==> src/rtl/hbd_pkg.sv <==
package hbd_pkg;

  // Which bridge input carries the modulated drive.
  typedef enum logic {
    HBD_SIDE_A = 1'b0,
    HBD_SIDE_B = 1'b1
  } hbd_side_e;

  localparam int HBD_NUM_SIDES = 2;

endpackage

==> src/rtl/hbd_ramp.sv <==
module hbd_ramp #(
  parameter int PERIOD = 64000,
  parameter int CNT_W  = $clog2(PERIOD)
) (
  input  logic             clk,
  input  logic             rst,
  output logic [CNT_W-1:0] ramp_o,
  output logic             wrap_o
);

  localparam logic [CNT_W-1:0] LAST = CNT_W'(PERIOD - 1);

  logic [CNT_W-1:0] ramp_q;

  assign wrap_o = (ramp_q == LAST);
  assign ramp_o = ramp_q;

  always_ff @(posedge clk) begin
    if (rst) begin
      ramp_q <= '0;
    end else if (wrap_o) begin
      ramp_q <= '0;
    end else begin
      ramp_q <= ramp_q + 1'b1;
    end
  end

endmodule

==> src/rtl/hbd_duty.sv <==
module hbd_duty #(
  parameter int CTRL_W = 16,
  parameter int CNT_W  = 16
) (
  input  logic              clk,
  input  logic              rst,
  input  logic              wrap_i,
  input  logic [CNT_W-1:0]  ramp_i,
  input  logic [CTRL_W-1:0] level_i,
  output logic [CTRL_W-1:0] duty_o,
  output logic              pwm_o
);

  logic [CTRL_W-1:0] duty_q;
  logic [CTRL_W-1:0] ramp_ext;

  // Widen the ramp so the compare covers every drive value.
  assign ramp_ext = CTRL_W'(ramp_i);

  // The duty value is only replaced at the wrap, so pulses complete.
  always_ff @(posedge clk) begin
    if (rst) begin
      duty_q <= '0;
    end else if (wrap_i) begin
      duty_q <= level_i;
    end
  end

  assign duty_o = duty_q;
  assign pwm_o  = (ramp_ext < duty_q);

endmodule

==> src/rtl/hbd_steer.sv <==
module hbd_steer
  import hbd_pkg::*;
#(
  parameter int ERR_W = 16,
  parameter int LO_TH = 100,
  parameter int HI_TH = 300
) (
  input  logic             clk,
  input  logic             rst,
  input  logic             sign_i,
  input  logic [ERR_W-1:0] err_i,
  output logic             run_o,
  output hbd_side_e        side_o
);

  localparam logic [ERR_W-1:0] LO_LIM = ERR_W'(LO_TH);
  localparam logic [ERR_W-1:0] HI_LIM = ERR_W'(HI_TH);

  logic      run_q;
  hbd_side_e side_q;
  logic      sign_match;
  logic      run_d;

  assign sign_match = (hbd_side_e'(sign_i) == side_q);

  // Hysteresis: stay on down to LO_LIM, start only above HI_LIM.
  // A sign that disagrees with the latched side forces the bridge off.
  always_comb begin
    if (run_q) begin
      run_d = sign_match && (err_i >= LO_LIM);
    end else begin
      run_d = sign_match && (err_i > HI_LIM);
    end
  end

  always_ff @(posedge clk) begin
    if (rst) begin
      run_q  <= 1'b0;
      side_q <= HBD_SIDE_A;
    end else begin
      run_q <= run_d;
      if (!run_q) begin
        side_q <= hbd_side_e'(sign_i);
      end
    end
  end

  assign run_o  = run_q;
  assign side_o = side_q;

endmodule

==> src/rtl/hbridge_pwm_drive.sv <==
module hbridge_pwm_drive
  import hbd_pkg::*;
#(
  parameter int PERIOD = 64000,
  parameter int CTRL_W = 16,
  parameter int ERR_W  = 16,
  parameter int LO_TH  = 100,
  parameter int HI_TH  = 300
) (
  input  logic              clk,
  input  logic              rst,
  input  logic [CTRL_W-1:0] drive_mag,
  input  logic              err_neg,
  input  logic [ERR_W-1:0]  err_mag,
  output logic              bridge_a,
  output logic              bridge_b
);

  localparam int CNT_W = (PERIOD > 1) ? $clog2(PERIOD) : 1;

  logic [CNT_W-1:0]  ramp_w;
  logic              wrap_w;
  logic [CTRL_W-1:0] duty_w;
  logic              pwm_w;
  logic              run_w;
  hbd_side_e         side_w;
  logic [HBD_NUM_SIDES-1:0] pin_q;

  hbd_ramp #(
    .PERIOD (PERIOD),
    .CNT_W  (CNT_W)
  ) u_ramp (
    .clk    (clk),
    .rst    (rst),
    .ramp_o (ramp_w),
    .wrap_o (wrap_w)
  );

  hbd_duty #(
    .CTRL_W (CTRL_W),
    .CNT_W  (CNT_W)
  ) u_duty (
    .clk     (clk),
    .rst     (rst),
    .wrap_i  (wrap_w),
    .ramp_i  (ramp_w),
    .level_i (drive_mag),
    .duty_o  (duty_w),
    .pwm_o   (pwm_w)
  );

  hbd_steer #(
    .ERR_W (ERR_W),
    .LO_TH (LO_TH),
    .HI_TH (HI_TH)
  ) u_steer (
    .clk    (clk),
    .rst    (rst),
    .sign_i (err_neg),
    .err_i  (err_mag),
    .run_o  (run_w),
    .side_o (side_w)
  );

  // One registered output per bridge side; only the latched side may drive.
  for (genvar s = 0; s < HBD_NUM_SIDES; s++) begin : g_side
    always_ff @(posedge clk) begin
      if (rst) begin
        pin_q[s] <= 1'b0;
      end else begin
        pin_q[s] <= run_w && pwm_w && (side_w == hbd_side_e'(s));
      end
    end
  end

  assign bridge_a = pin_q[HBD_SIDE_A];
  assign bridge_b = pin_q[HBD_SIDE_B];

endmodule

==> config.mk <==
export PLATFORM = sky130hd
export DESIGN_NAME = hbridge_pwm_drive
export DESIGN_NICKNAME = d
export VERILOG_FILES = /design/src/rtl/hbd_pkg.sv /design/src/rtl/hbd_ramp.sv /design/src/rtl/hbd_duty.sv /design/src/rtl/hbd_steer.sv /design/src/rtl/hbridge_pwm_drive.sv
export SDC_FILE = /design/constraint.sdc
export NUM_CORES = 1
export LEC_CHECK = 0
export BUFFER_PORTS_ARGS = -buffer_cell sky130_fd_sc_hd__buf_2
export CAP_MARGIN = 30
export CORE_MARGIN = 10
export CORE_UTILIZATION = 45
export CTS_BUF_LIST = sky130_fd_sc_hd__clkbuf_4 sky130_fd_sc_hd__clkbuf_8
export DETAILED_ROUTE_END_ITERATION = 10
export PLACE_DENSITY = 0.7
export SYNTH_ARGS = -nofsm -noshare
export SYNTH_HDL_FRONTEND = slang
export SYNTH_HIERARCHICAL = 1
export SYNTH_SLANG_ARGS = --single-unit
==> constraint.sdc <==
create_clock -name clk -period 2.05 [get_ports clk]
set_clock_uncertainty 0.1 [all_clocks]
set_input_delay 0.41 -clock clk [delete_from_list [all_inputs] [get_ports clk]]
set_output_delay 0.41 -clock clk [all_outputs]
set_load 0.01 [all_outputs]
==> impl_metrics.env <==
export IMPL_post_cts_buffers=0
export IMPL_clockBufferDepth=2
export IMPL_cts_tree="built"
export IMPL_yosys_most_used_dff="dfxtp_1"
export IMPL_routed_wl_microns=3950
export IMPL_synth_area_leaders="dfxtp_1, ha_1, mux2i_1"
export IMPL_peakVddDrop_uv=314
export IMPL_utilization_pct=56.5
export IMPL_critical_path_class="register to register"
export IMPL_yosys_area_top_type_share_pct=38.0
export IMPL_io_pin_count=37
export IMPL_path_cells="ha_1, nand4_1, o311ai_0, a21oi_1, and4b_2"
export IMPL_synth_most_common_cell="nor2_1"
export IMPL_fp_dieH_microns=84.9
export IMPL_synth_cell_type_count=41
export IMPL_fmax_mhz=516
export IMPL_yosysWarningCount=6
export IMPL_grt_util_all_layers_pct=11.5
export IMPL_cp_data_required_time_ns=2.12
export IMPL_drive_above_1_share_pct=24.1
export IMPL_syn_area_sq_um=1890
export IMPL_htree_levels=2
export IMPL_hold_buffers=0
export IMPL_async_flop_share_pct=0
export IMPL_grt_overflow_total=0
export IMPL_muxShareOfSynthArea_pct=8.98
export IMPL_period_share_pct=94.6
export IMPL_dpl_hpwl_microns=3130
export IMPL_worstMarginPinSlew_ns=0.471
export IMPL_drc=0
export IMPL_synth_area_leader_cell="dfxtp_1"
export IMPL_synth_common_cells="nor2_1, dfxtp_1, inv_1"
export IMPL_synth_top_family_by_area="simple AND/OR/NAND/NOR gates"
export IMPL_routedWlPerCell_microns=12.9
export IMPL_finalSetupViolations=0
export IMPL_postPlaceCellArea_sq_um=2190
export IMPL_startpoint_type="register"
export IMPL_status="finished clean"
export IMPL_cts_resized_gates=0
export IMPL_clock_root_buffer="clkbuf_8"
export IMPL_maxSlewViolCount=0
export IMPL_r2r_start="u_ramp/ramp_o[6]"
export IMPL_area_growth_pct=20.2
export IMPL_min_path_type="primary input to register"
export IMPL_rsz0062_at_grt="no"
export IMPL_diodes=0
export IMPL_power_density_nw_per_um2=570
export IMPL_arrival_ns=2.01
export IMPL_multi_input_area_sq_um=1050
export IMPL_grt_max_degree=15
export IMPL_gp_congestion=0.803
export IMPL_grt_pass1_vias=1537
export IMPL_synthAdderAreaFrac_pct=10.6
export IMPL_clk_transition_reported_paths_ns=0.07
export IMPL_via_per_inst=5.06
export IMPL_synth_compound_area_share_pct=7.99
export IMPL_critPathMaxStageDelay_ns=0.47
export IMPL_fin_setup_tns_ns=0
export IMPL_crit_family="compound AO/OA/AOI/OAI gates"
export IMPL_slowest_stage="o311ai_0"
export IMPL_worst_skew_pair_late_latency_ns=0.28
export IMPL_p_leak_nw=0.923
export IMPL_drt_iter0_drc=144
export IMPL_cap_violations=0
export IMPL_core_area_sq_um=4030
export IMPL_synth_xor_area_share_pct=6.47
export IMPL_placementRows=23
export IMPL_cts_sinks=36
export IMPL_ys_seq_area_share_pct=38.0
export IMPL_drtAntennaViolNets=0
export IMPL_fin_crit_ns=1.94
export IMPL_fin_nets=308
export IMPL_antenna_found_initial=0
export IMPL_cts_inserted_buffers=5
export IMPL_synth_seq_cells=36
export IMPL_drt_first_pass_iters=4
export IMPL_io_buffers=36
export IMPL_place_worst_setup_slack_ns=0.103
export IMPL_synth_simple_area_share_pct=21.3
export IMPL_critPathCaptureType="register"
export IMPL_dieArea_sq_um=7200
export IMPL_synth_nets=260
export IMPL_critPathLaunch="u_ramp/ramp_o[6]"
export IMPL_nFillCells=375
export IMPL_final_area_sq_um=2280
export IMPL_syn_inst=209
export IMPL_slew_headroom_pct=68.2
export IMPL_hold_violations=0
export IMPL_grt_pass1_wl_microns=6930
export IMPL_cp_max_fo=5
export IMPL_layout_setup_ws_ns=0.110
export IMPL_die_x_microns=84.9
export IMPL_initial_utilization_pct=47.0
export IMPL_fin_hold_ws_ns=0.261
export IMPL_dr_total_vias=1554
export IMPL_avgSynthCellArea_sq_um=9.06
export IMPL_hold_start="drive_mag[5]"
export IMPL_ff_latch_area_sq_um=721
export IMPL_cp_num_buf_inv=0
export IMPL_synth_edf_count=0
-- cells by family (layout without fill, tap and decap cells) --
group,after synthesis,count (layout)
and+or+nand+nor,76,76
buffers and inverters,29,77
adders and majority gates,16,16
AOI/OAI and AO/OA,21,21
DFF,36,36
xor gates and xnor gates,14,14
muxes,17,17
-- metal layers --
metal	routed length (microns)	GRT usage, %	part of all wire, %	vias to the layer above
met1	1950	14.7	49	697
met5	0	0	0	-
met3	159	3.44	4.0	6
met2	1770	17.6	45	35
li1	-	-	-	816
met4	74	4.94	1.9	0
-- sequential cells by signal, indices dropped and copies added (netlist names) --
register,count
bridge_a,1
bridge_b,1
u_duty/duty_o,16
u_ramp/ramp_o,16
u_steer/run_o,1
u_steer/side_o,1
-- placed cells by master (no fill, tap or decap), types with 3 or more instances in the layout --
cell type	synthesis	final
clkbuf_8	0	5
buf_2	1	36
ha_1	16	15
nor2_1	38	38
buf_4	2	10
a21oi_1	5	5
dfxtp_1	36	36
nand3_1	6	6
nor3_1	5	5
nor4_1	5	5
xor2_1	3	3
o21ai_0	3	3
nand2_1	6	6
mux2i_1	17	17
a21o_1	3	3
xnor2_1	11	11
nand4_1	5	5
inv_1	23	23
-- layout make-up --
cell class | instances | area share [%]
clock buffers | 6 | 3.35
clock inverters | 1 | 0.220
inverters | 23 | 3.79
multi-input cells | 144 | 46.2
flip-flops and latches | 36 | 31.6
well taps | 50 | 2.75
repair buffers | 47 | 12.1
-- worst reg2reg max path, cell delays in order, from the launching register on --
cell and delay (ns):
dfxtp_1 0.38, ha_1 0.34, nand4_1 0.10, o311ai_0 0.47
a21oi_1 0.16, and4b_2 0.28
-- worst paths after layout --
kind	slack, ns	depth (start not counted)	end
max	0.11	5	bridge_b
min	0.26	3	u_duty/duty_o[5]
max reg2reg	0.11	5	bridge_b
min reg2reg	0.39	2	u_duty/duty_o[5]
-- metrics by stage --
stage / instances / power (mW)
2_1_floorplan: 209 / 0.780
3_3_place_gp: 300 / 0.833
3_5_place_dp: 300 / 0.835
4_1_cts: 307 / 1.32
5_1_grt: 307 / 1.36
6_report: 307 / 1.30
-- power by group --
group,switching (mW),internal (mW)
clock,0.234,0.244
combinational,0.0477,0.0533
sequential,0.0113,0.708
Power figures use the tool's default switching activity.
